`config.mk`:
```
export PLATFORM = sky130hd
export DESIGN_NAME = fifo_cascade_ring
export DESIGN_NICKNAME = d
export VERILOG_FILES = /design/src/rtl/fifo_ring_pkg.sv /design/src/rtl/ring_mode_latch.sv /design/src/rtl/ring_slice_ctrl.sv /design/src/rtl/ring_flag_merge.sv /design/src/rtl/fifo_cascade_ring.sv
export SDC_FILE = /design/constraint.sdc
export NUM_CORES = 1
export LEC_CHECK = 0
export ABC_CLOCK_PERIOD_IN_PS = 2610
export BUFFER_PORTS_ARGS = -buffer_cell sky130_fd_sc_hd__buf_2
export CAP_MARGIN = 20
export CORE_UTILIZATION = 57
export CTS_CLUSTER_SIZE = 40
export DETAILED_ROUTE_END_ITERATION = 8
export PLACE_DENSITY = 0.88
export SKIP_CTS_REPAIR_TIMING = 1
export SYNTH_ARGS = -nofsm -noshare
export SYNTH_HDL_FRONTEND = slang
export SYNTH_SLANG_ARGS = --single-unit
```
`constraint.sdc`:
```
create_clock -name clk_i -period 2.61 [get_ports clk_i]
set_input_delay 0.3915 -clock clk_i [delete_from_list [all_inputs] [get_ports clk_i]]
set_output_delay 0.3915 -clock clk_i [all_outputs]
set_load 0.05 [all_outputs]
```
`src/rtl/fifo_ring_pkg.sv`:
```
package fifo_ring_pkg;
  typedef enum logic [1:0] {
    MODE_ALONE  = 2'd0,
    MODE_LEAD   = 2'd1,
    MODE_FOLLOW = 2'd2
  } ring_mode_e;

  function automatic ring_mode_e decode_mode(input logic xi_n, input logic lead_n);
    if (!xi_n)   return MODE_ALONE;
    if (!lead_n) return MODE_LEAD;
    return MODE_FOLLOW;
  endfunction
endpackage

```
`src/rtl/ring_mode_latch.sv`:
```
module ring_mode_latch
  import fifo_ring_pkg::*;
(
  input  logic       clk_i,
  input  logic       rst_ni,
  input  logic       xi_ni,
  input  logic       lead_ni,
  output ring_mode_e mode_o
);
  ring_mode_e mode_q;

  // sampled on every edge inside reset, frozen afterwards
  always_ff @(posedge clk_i) begin
    if (!rst_ni) mode_q <= decode_mode(xi_ni, lead_ni);
  end

  assign mode_o = mode_q;

  a_r1_mode_held: assert property (@(posedge clk_i) disable iff (!rst_ni)
    $stable(mode_q));
endmodule

```
`src/rtl/ring_slice_ctrl.sv`:
```
module ring_slice_ctrl
  import fifo_ring_pkg::*;
#(
  parameter int DEPTH = 16,
  localparam int AW = $clog2(DEPTH),
  localparam int CW = $clog2(DEPTH + 1)
) (
  input  logic          clk_i,
  input  logic          rst_ni,
  input  logic          wr_i,
  input  logic          rd_i,
  input  logic          xi_ni,
  input  logic          lead_ni,
  output logic          xo_no,
  output logic          wr_en_o,
  output logic          rd_en_o,
  output logic [AW-1:0] waddr_o,
  output logic [AW-1:0] raddr_o,
  output logic          full_no,
  output logic          empty_no
);
  ring_mode_e mode;
  logic [AW-1:0] wptr_q, rptr_q;
  logic [CW-1:0] cnt_q;
  logic wflip_q, rflip_q;
  logic cascade, lead, wtok, rtok, full, empty, half;
  logic wr_op, rd_op, wlast, rlast, wpass, rpass, wgain, rgain;

  ring_mode_latch u_mode (
    .clk_i  (clk_i),
    .rst_ni (rst_ni),
    .xi_ni  (xi_ni),
    .lead_ni(lead_ni),
    .mode_o (mode)
  );

  assign cascade = (mode != MODE_ALONE);
  assign lead    = (mode == MODE_LEAD);

  // token = flip ^ reset owner; standalone always owns both
  assign wtok = cascade ? (wflip_q ^ lead) : 1'b1;
  assign rtok = cascade ? (rflip_q ^ lead) : 1'b1;

  assign wr_op = rst_ni & wr_i & ~rd_i;
  assign rd_op = rst_ni & rd_i & ~wr_i;

  assign full  = (cnt_q == CW'(DEPTH));
  assign empty = (cnt_q == '0);
  assign half  = (cnt_q > CW'(DEPTH / 2));

  assign wr_en_o = wr_op & wtok & ~full;
  assign rd_en_o = rd_op & rtok & ~empty;

  assign wlast = (wptr_q == AW'(DEPTH - 1));
  assign rlast = (rptr_q == AW'(DEPTH - 1));
  assign wpass = cascade & wr_en_o & wlast;
  assign rpass = cascade & rd_en_o & rlast;
  // incoming pulse belongs to whichever strobe is active now
  assign wgain = cascade & wr_op & ~xi_ni;
  assign rgain = cascade & rd_op & ~xi_ni;

  assign xo_no    = cascade ? ~(wpass | rpass) : ~half;
  assign waddr_o  = wptr_q;
  assign raddr_o  = rptr_q;
  assign full_no  = ~(wtok & full);
  assign empty_no = ~(rtok & empty);

  always_ff @(posedge clk_i or negedge rst_ni) begin
    if (!rst_ni) begin
      wptr_q  <= '0;
      rptr_q  <= '0;
      cnt_q   <= '0;
      wflip_q <= 1'b0;
      rflip_q <= 1'b0;
    end else begin
      if (wr_en_o) wptr_q <= wlast ? '0 : wptr_q + AW'(1);
      if (rd_en_o) rptr_q <= rlast ? '0 : rptr_q + AW'(1);
      if (wr_en_o)      cnt_q <= cnt_q + CW'(1);
      else if (rd_en_o) cnt_q <= cnt_q - CW'(1);
      wflip_q <= wflip_q ^ wgain ^ wpass;
      rflip_q <= rflip_q ^ rgain ^ rpass;
    end
  end

  a_r4_count_tracks: assert property (@(posedge clk_i) disable iff (!rst_ni)
    wr_en_o |=> cnt_q == $past(cnt_q) + CW'(1));
  a_r5_wpass_releases: assert property (@(posedge clk_i) disable iff (!rst_ni)
    (wpass && xi_ni) |=> !wtok);
  a_r5_wgain_takes: assert property (@(posedge clk_i) disable iff (!rst_ni)
    (wgain && !wpass) |=> wtok);
  a_r6_rpass_releases: assert property (@(posedge clk_i) disable iff (!rst_ni)
    (rpass && xi_ni) |=> !rtok);
  a_r7_both_idle: assert property (@(posedge clk_i) disable iff (!rst_ni)
    (wr_i && rd_i) |=> ($stable(cnt_q) && $stable(wptr_q) && $stable(rptr_q)));
endmodule

```
`src/rtl/ring_flag_merge.sv`:
```
module ring_flag_merge #(
  parameter int SLICES = 3
) (
  input  logic [SLICES-1:0] full_ni,
  input  logic [SLICES-1:0] empty_ni,
  output logic              full_no,
  output logic              empty_no
);
  // active-low flags: any asserted slice asserts the group
  assign full_no  = &full_ni;
  assign empty_no = &empty_ni;
endmodule

```
`src/rtl/fifo_cascade_ring.sv`:
```
module fifo_cascade_ring #(
  parameter int SLICES = 3,
  parameter int DEPTH  = 16,
  localparam int AW = $clog2(DEPTH)
) (
  input  logic                 clk_i,
  input  logic                 rst_ni,
  input  logic                 wr_i,
  input  logic                 rd_i,
  input  logic [SLICES-1:0]    xi_ni,
  input  logic [SLICES-1:0]    lead_ni,
  output logic [SLICES-1:0]    xo_no,
  output logic [SLICES-1:0]    wr_en_o,
  output logic [SLICES-1:0]    rd_en_o,
  output logic [SLICES*AW-1:0] waddr_o,
  output logic [SLICES*AW-1:0] raddr_o,
  output logic [SLICES-1:0]    slice_full_no,
  output logic [SLICES-1:0]    slice_empty_no,
  output logic                 full_no,
  output logic                 empty_no
);
  for (genvar i = 0; i < SLICES; i++) begin : g_slice
    ring_slice_ctrl #(.DEPTH(DEPTH)) u_ctrl (
      .clk_i   (clk_i),
      .rst_ni  (rst_ni),
      .wr_i    (wr_i),
      .rd_i    (rd_i),
      .xi_ni   (xi_ni[i]),
      .lead_ni (lead_ni[i]),
      .xo_no   (xo_no[i]),
      .wr_en_o (wr_en_o[i]),
      .rd_en_o (rd_en_o[i]),
      .waddr_o (waddr_o[i*AW +: AW]),
      .raddr_o (raddr_o[i*AW +: AW]),
      .full_no (slice_full_no[i]),
      .empty_no(slice_empty_no[i])
    );
  end

  ring_flag_merge #(.SLICES(SLICES)) u_merge (
    .full_ni (slice_full_no),
    .empty_ni(slice_empty_no),
    .full_no (full_no),
    .empty_no(empty_no)
  );

  a_r9_full_blocks: assert property (@(posedge clk_i) disable iff (!rst_ni)
    !full_no |-> (wr_en_o == '0));
  a_r9_empty_blocks: assert property (@(posedge clk_i) disable iff (!rst_ni)
    !empty_no |-> (rd_en_o == '0));
endmodule

```
==> results.md <==
* Area share of the largest cell type after synthesis at 35.2%
* Average wire length per cell after detail routing at 15.2 um
* Routed wire length at 6730 um
* Final-report max-slew violation count at 0
* Die Width at 77.0 um
* Clk pwr share at 12.7%
* Met2 wirelength from detailed routing at 3330 um
* Instance area after placement at 3460 um^2
* Portion of total power attributed to combinational logic at 49.5%
* Hold/Removal Path Class: in -> async
* First-pass GRT wire length at 11400 um
* Register-to-register path setup slack at 0.16 ns
* Number of nets in the synthesized netlist at 351
* Min Hold Slack at 0.281 ns
* Unrepaired setup endpoints after global routing: false
* Final Setup Violations at 0
* Starting density of the core at 60.8%
* Num rows at 26
* Clock tree from TritonCTS: done
* Later-pin clock latency in the skew report at 0.31 ns
* Final #Nets at 398
* DIE AREA at 5920 um^2
* DP HPWL at 4930 um
* Final Instance Count excl. Fillers at 443
* Maximum clock rate at 405 MHz
* Tightest Pin Transition at 0.594 ns
* Total CTS buffers at 5
* Synth async-reset ratio at 88.2%
* Detailed route wirelength on metal3 at 385 um
* Max incr delay on CP at 0.48 ns
* Via total after detailed routing at 2556
* RePlAce Congestion at 0.880
* All-layer global routing usage at 24.5%
* CP Cell Sequence: or3_4 > nor3_4 > nor3_1 > o31ai_2 > clkbuf_4
* Detailed Route Iter0 Violations at 142
* Non-Filler Cell Area, Final at 3580 um^2
* Reg2reg path depth at 8
* Number of global-route vias before repair at 2552
* Number of hold violations in the final report at 0
* Cell at the root of the clock tree: sky130_fd_sc_hd__clkbuf_8
* Core Region at 5270 um^2
* Area growth from synthesis to layout at 11.8%
* Setup Crit Path Kind: reg -> out
* Detailed-route DRC error count at 0
* Post-Place Setup Slack at 0.236 ns
* Fraction of layout instances using a drive strength above 1 at 24.9%
* Number of max-cap violations at 0
* CP top delay family: simple AND/OR/NAND/NOR gates
* Maximum buffer depth of the clock tree at 2
* Clock tree sinks at 51
* Instance count of the mapped netlist at 325
* DRT antenna net count at 0
* Register bit count reported by yosys at 51
* Slowest cell on the critical path: sky130_fd_sc_hd__dfrtp_1
* Antenna violations before repair at 0
* Cell area power density at 1190 nW/um^2
* Maximum fanout count along the critical path at 7
* Sequential fraction of the synthesis area at 40.8%
* Least setup slack across all paths after layout at 0.139 ns
* Required @ worst endpoint at 2.22 ns
* Net switching power of the design at 2.09 mW
* Power after layout at 4.25 mW
* Synth Warn # at 0
* Critical Path Sink Type: primary output
* Post-CTS clock slew at the launch and capture registers of the worst setup and hold paths at 0.09 ns
* Share of total power consumed by net switching at 49.2%
* Crit path DAT at 2.08 ns
* Pre-antenna DRT Iters at 4
* Maximum ir drop on the vdd rail at 0.705 mV
* Cell Area, Synth at 3200 um^2
* Final core area utilization at 67.9%
* IO Count at 51
* Worst-case clock skew at 0.00772 ns
* Number of synthesized flops with an enable pin at 6
* Netlist cell types at 51
* Flip-flop cell with the highest count after synthesis: sky130_fd_sc_hd__dfrtp_1
* Startpoint kind of the worst setup timing path: register
* Worst rel slew slack at 60.4%
* Height of the die at 77.0 um
* Routed met1 length at 2840 um
* Internal power at 2.16 mW
* Uppermost layer routed: met4
* Ratio of final minimum period to clock period at 94.7%
* Terminus of the critical flop-to-flop path: g_slice[1].u_ctrl.cnt_q[4]
* Number of antenna cells inserted at 0
* Number of levels in the clock H-tree at 2
* Buffers and inverters on the worst path at 1
* Pin count of the biggest net entering global routing at 48
* Leakage dissipation at 1.68 nW
* Reg-to-reg startpoint: g_slice[1].u_ctrl.u_mode.mode_o[0]
* Fin crit period at 2.47 ns
* Count of buffers from port buffering at 50
* Top cells by area in the synthesized netlist: sky130_fd_sc_hd__dfrtp_1 (35%), sky130_fd_sc_hd__edfxtp_1 (5.6%), sky130_fd_sc_hd__ha_1 (5.5%)
* Sequential share of power at 37.8%
* Synthesized area per cell at 9.86 um^2
* Status: finished clean
* Sum of negative setup slack at 0 ns
* Number of vias per cell after detailed routing at 5.77
* Cell type contributing the most total cell area after synthesis: sky130_fd_sc_hd__dfrtp_1
* Count of placed standard cells including taps at 435
* Global-route congestion overflow total at 0
==> cell type report <==
type	instances	area (um^2)
tap	70	87.6
clock buffer	7	108
sequential	51	1310
timing repair buffer	59	320
multi-input combinational	243	1710
clock inverter	1	5.00
fill	408	1690
inverter	12	45.0
==> sequential cells by signal (all words and copies together), names as in the netlist <==
signal	count
g_slice.u_ctrl.cnt_q	15
g_slice.u_ctrl.rflip_q	3
g_slice.u_ctrl.wflip_q	3
g_slice.u_ctrl.waddr_o	12
g_slice.u_ctrl.u_mode.mode_o	6
g_slice.u_ctrl.raddr_o	12
==> worst register-to-register path: stages (launching register included) <==
cell                       delay, ns
sky130_fd_sc_hd__edfxtp_1       0.42
sky130_fd_sc_hd__nor2b_1        0.16
sky130_fd_sc_hd__mux2i_1        0.35
sky130_fd_sc_hd__nand3_2        0.25
sky130_fd_sc_hd__fa_1           0.47
sky130_fd_sc_hd__a21o_1         0.20
sky130_fd_sc_hd__a21oi_1        0.16
sky130_fd_sc_hd__mux2i_1        0.23
sky130_fd_sc_hd__xnor2_1        0.13
==> layer usage <==
metal / GRT usage (%) / up-vias
met5: 0 / -
met4: 12.3 / 0
met3: 6.43 / 13
met2: 40.7 / 77
met1: 29.2 / 1226
li1: - / 1240
==> placed cells by master, fill, tap and decap left out, types with 7 or more instances in the layout <==
cell type                 synthesis  routed
sky130_fd_sc_hd__o21ai_0         14      14
sky130_fd_sc_hd__nand3_1         11      11
sky130_fd_sc_hd__mux2i_1          8       8
sky130_fd_sc_hd__xnor2_1         17      17
sky130_fd_sc_hd__nand4_1         12      12
sky130_fd_sc_hd__ha_1            14      14
sky130_fd_sc_hd__dfrtp_1         45      45
sky130_fd_sc_hd__nor2b_1          7       7
sky130_fd_sc_hd__xor2_1           7       7
sky130_fd_sc_hd__and3_1           7       7
sky130_fd_sc_hd__inv_1            9       9
sky130_fd_sc_hd__nor3_1           9       9
sky130_fd_sc_hd__a21oi_1         19      19
sky130_fd_sc_hd__nand2_1         42      42
sky130_fd_sc_hd__buf_4           16       9
sky130_fd_sc_hd__mux2_2           8       8
sky130_fd_sc_hd__buf_2            1      49
sky130_fd_sc_hd__nor2_1          10      10
==> power groups by stage <==
stage,logic (mW),registers (mW),clock network (mW)
floorplan,1.24,2.00,0
global placement,2.03,1.58,0
detailed placement,2.10,1.60,0
CTS,2.11,1.60,0.548
global route,2.28,1.66,0.580
finish,2.11,1.61,0.542
==> worst max-delay path by stage <==
stage          slack, ns  depth (start not counted)                    endpoint                       start
3_5_place_dp        0.24                         10  g_slice[2].u_ctrl.cnt_q[4]                        rd_i
6_report            0.14                          5                    xo_no[2]  g_slice[2].u_ctrl.cnt_q[2]
2_1_floorplan       0.38                         10  g_slice[2].u_ctrl.cnt_q[4]                        rd_i
4_1_cts             0.07                          5                    xo_no[2]  g_slice[2].u_ctrl.cnt_q[2]
3_3_place_gp        0.31                          9  g_slice[1].u_ctrl.cnt_q[4]                        rd_i
5_1_grt             0.01                         10  g_slice[2].u_ctrl.cnt_q[4]  g_slice[2].u_ctrl.cnt_q[2]
==> kinds of logic after synthesis <==
kind of cell | Yosys count | synth area share [%]
AO/OA/AOI/OAI | 55 | 10.7
AND/OR/NAND/NOR | 131 | 23.4
adder cells (fa/ha/maj) | 16 | 6.72
multiplexers | 17 | 5.78
XOR/XNOR | 24 | 6.56
buffers and inverters | 31 | 6.02
flip-flops | 51 | 40.8
==> Yosys cell counts (7+ instances only) <==
library cell	instances
sky130_fd_sc_hd__ha_1	14
sky130_fd_sc_hd__and3_1	7
sky130_fd_sc_hd__dfrtp_1	45
sky130_fd_sc_hd__nor3_1	9
sky130_fd_sc_hd__nand4_1	12
sky130_fd_sc_hd__nor2_1	10
sky130_fd_sc_hd__mux2_2	8
sky130_fd_sc_hd__mux2i_1	8
sky130_fd_sc_hd__buf_4	16
sky130_fd_sc_hd__a21oi_1	19
sky130_fd_sc_hd__nand3_1	11
sky130_fd_sc_hd__o21ai_0	14
sky130_fd_sc_hd__nand2_1	42
sky130_fd_sc_hd__xnor2_1	17
sky130_fd_sc_hd__inv_1	9
sky130_fd_sc_hd__xor2_1	7
sky130_fd_sc_hd__nor2b_1	7
Power figures use the tool's default switching activity.
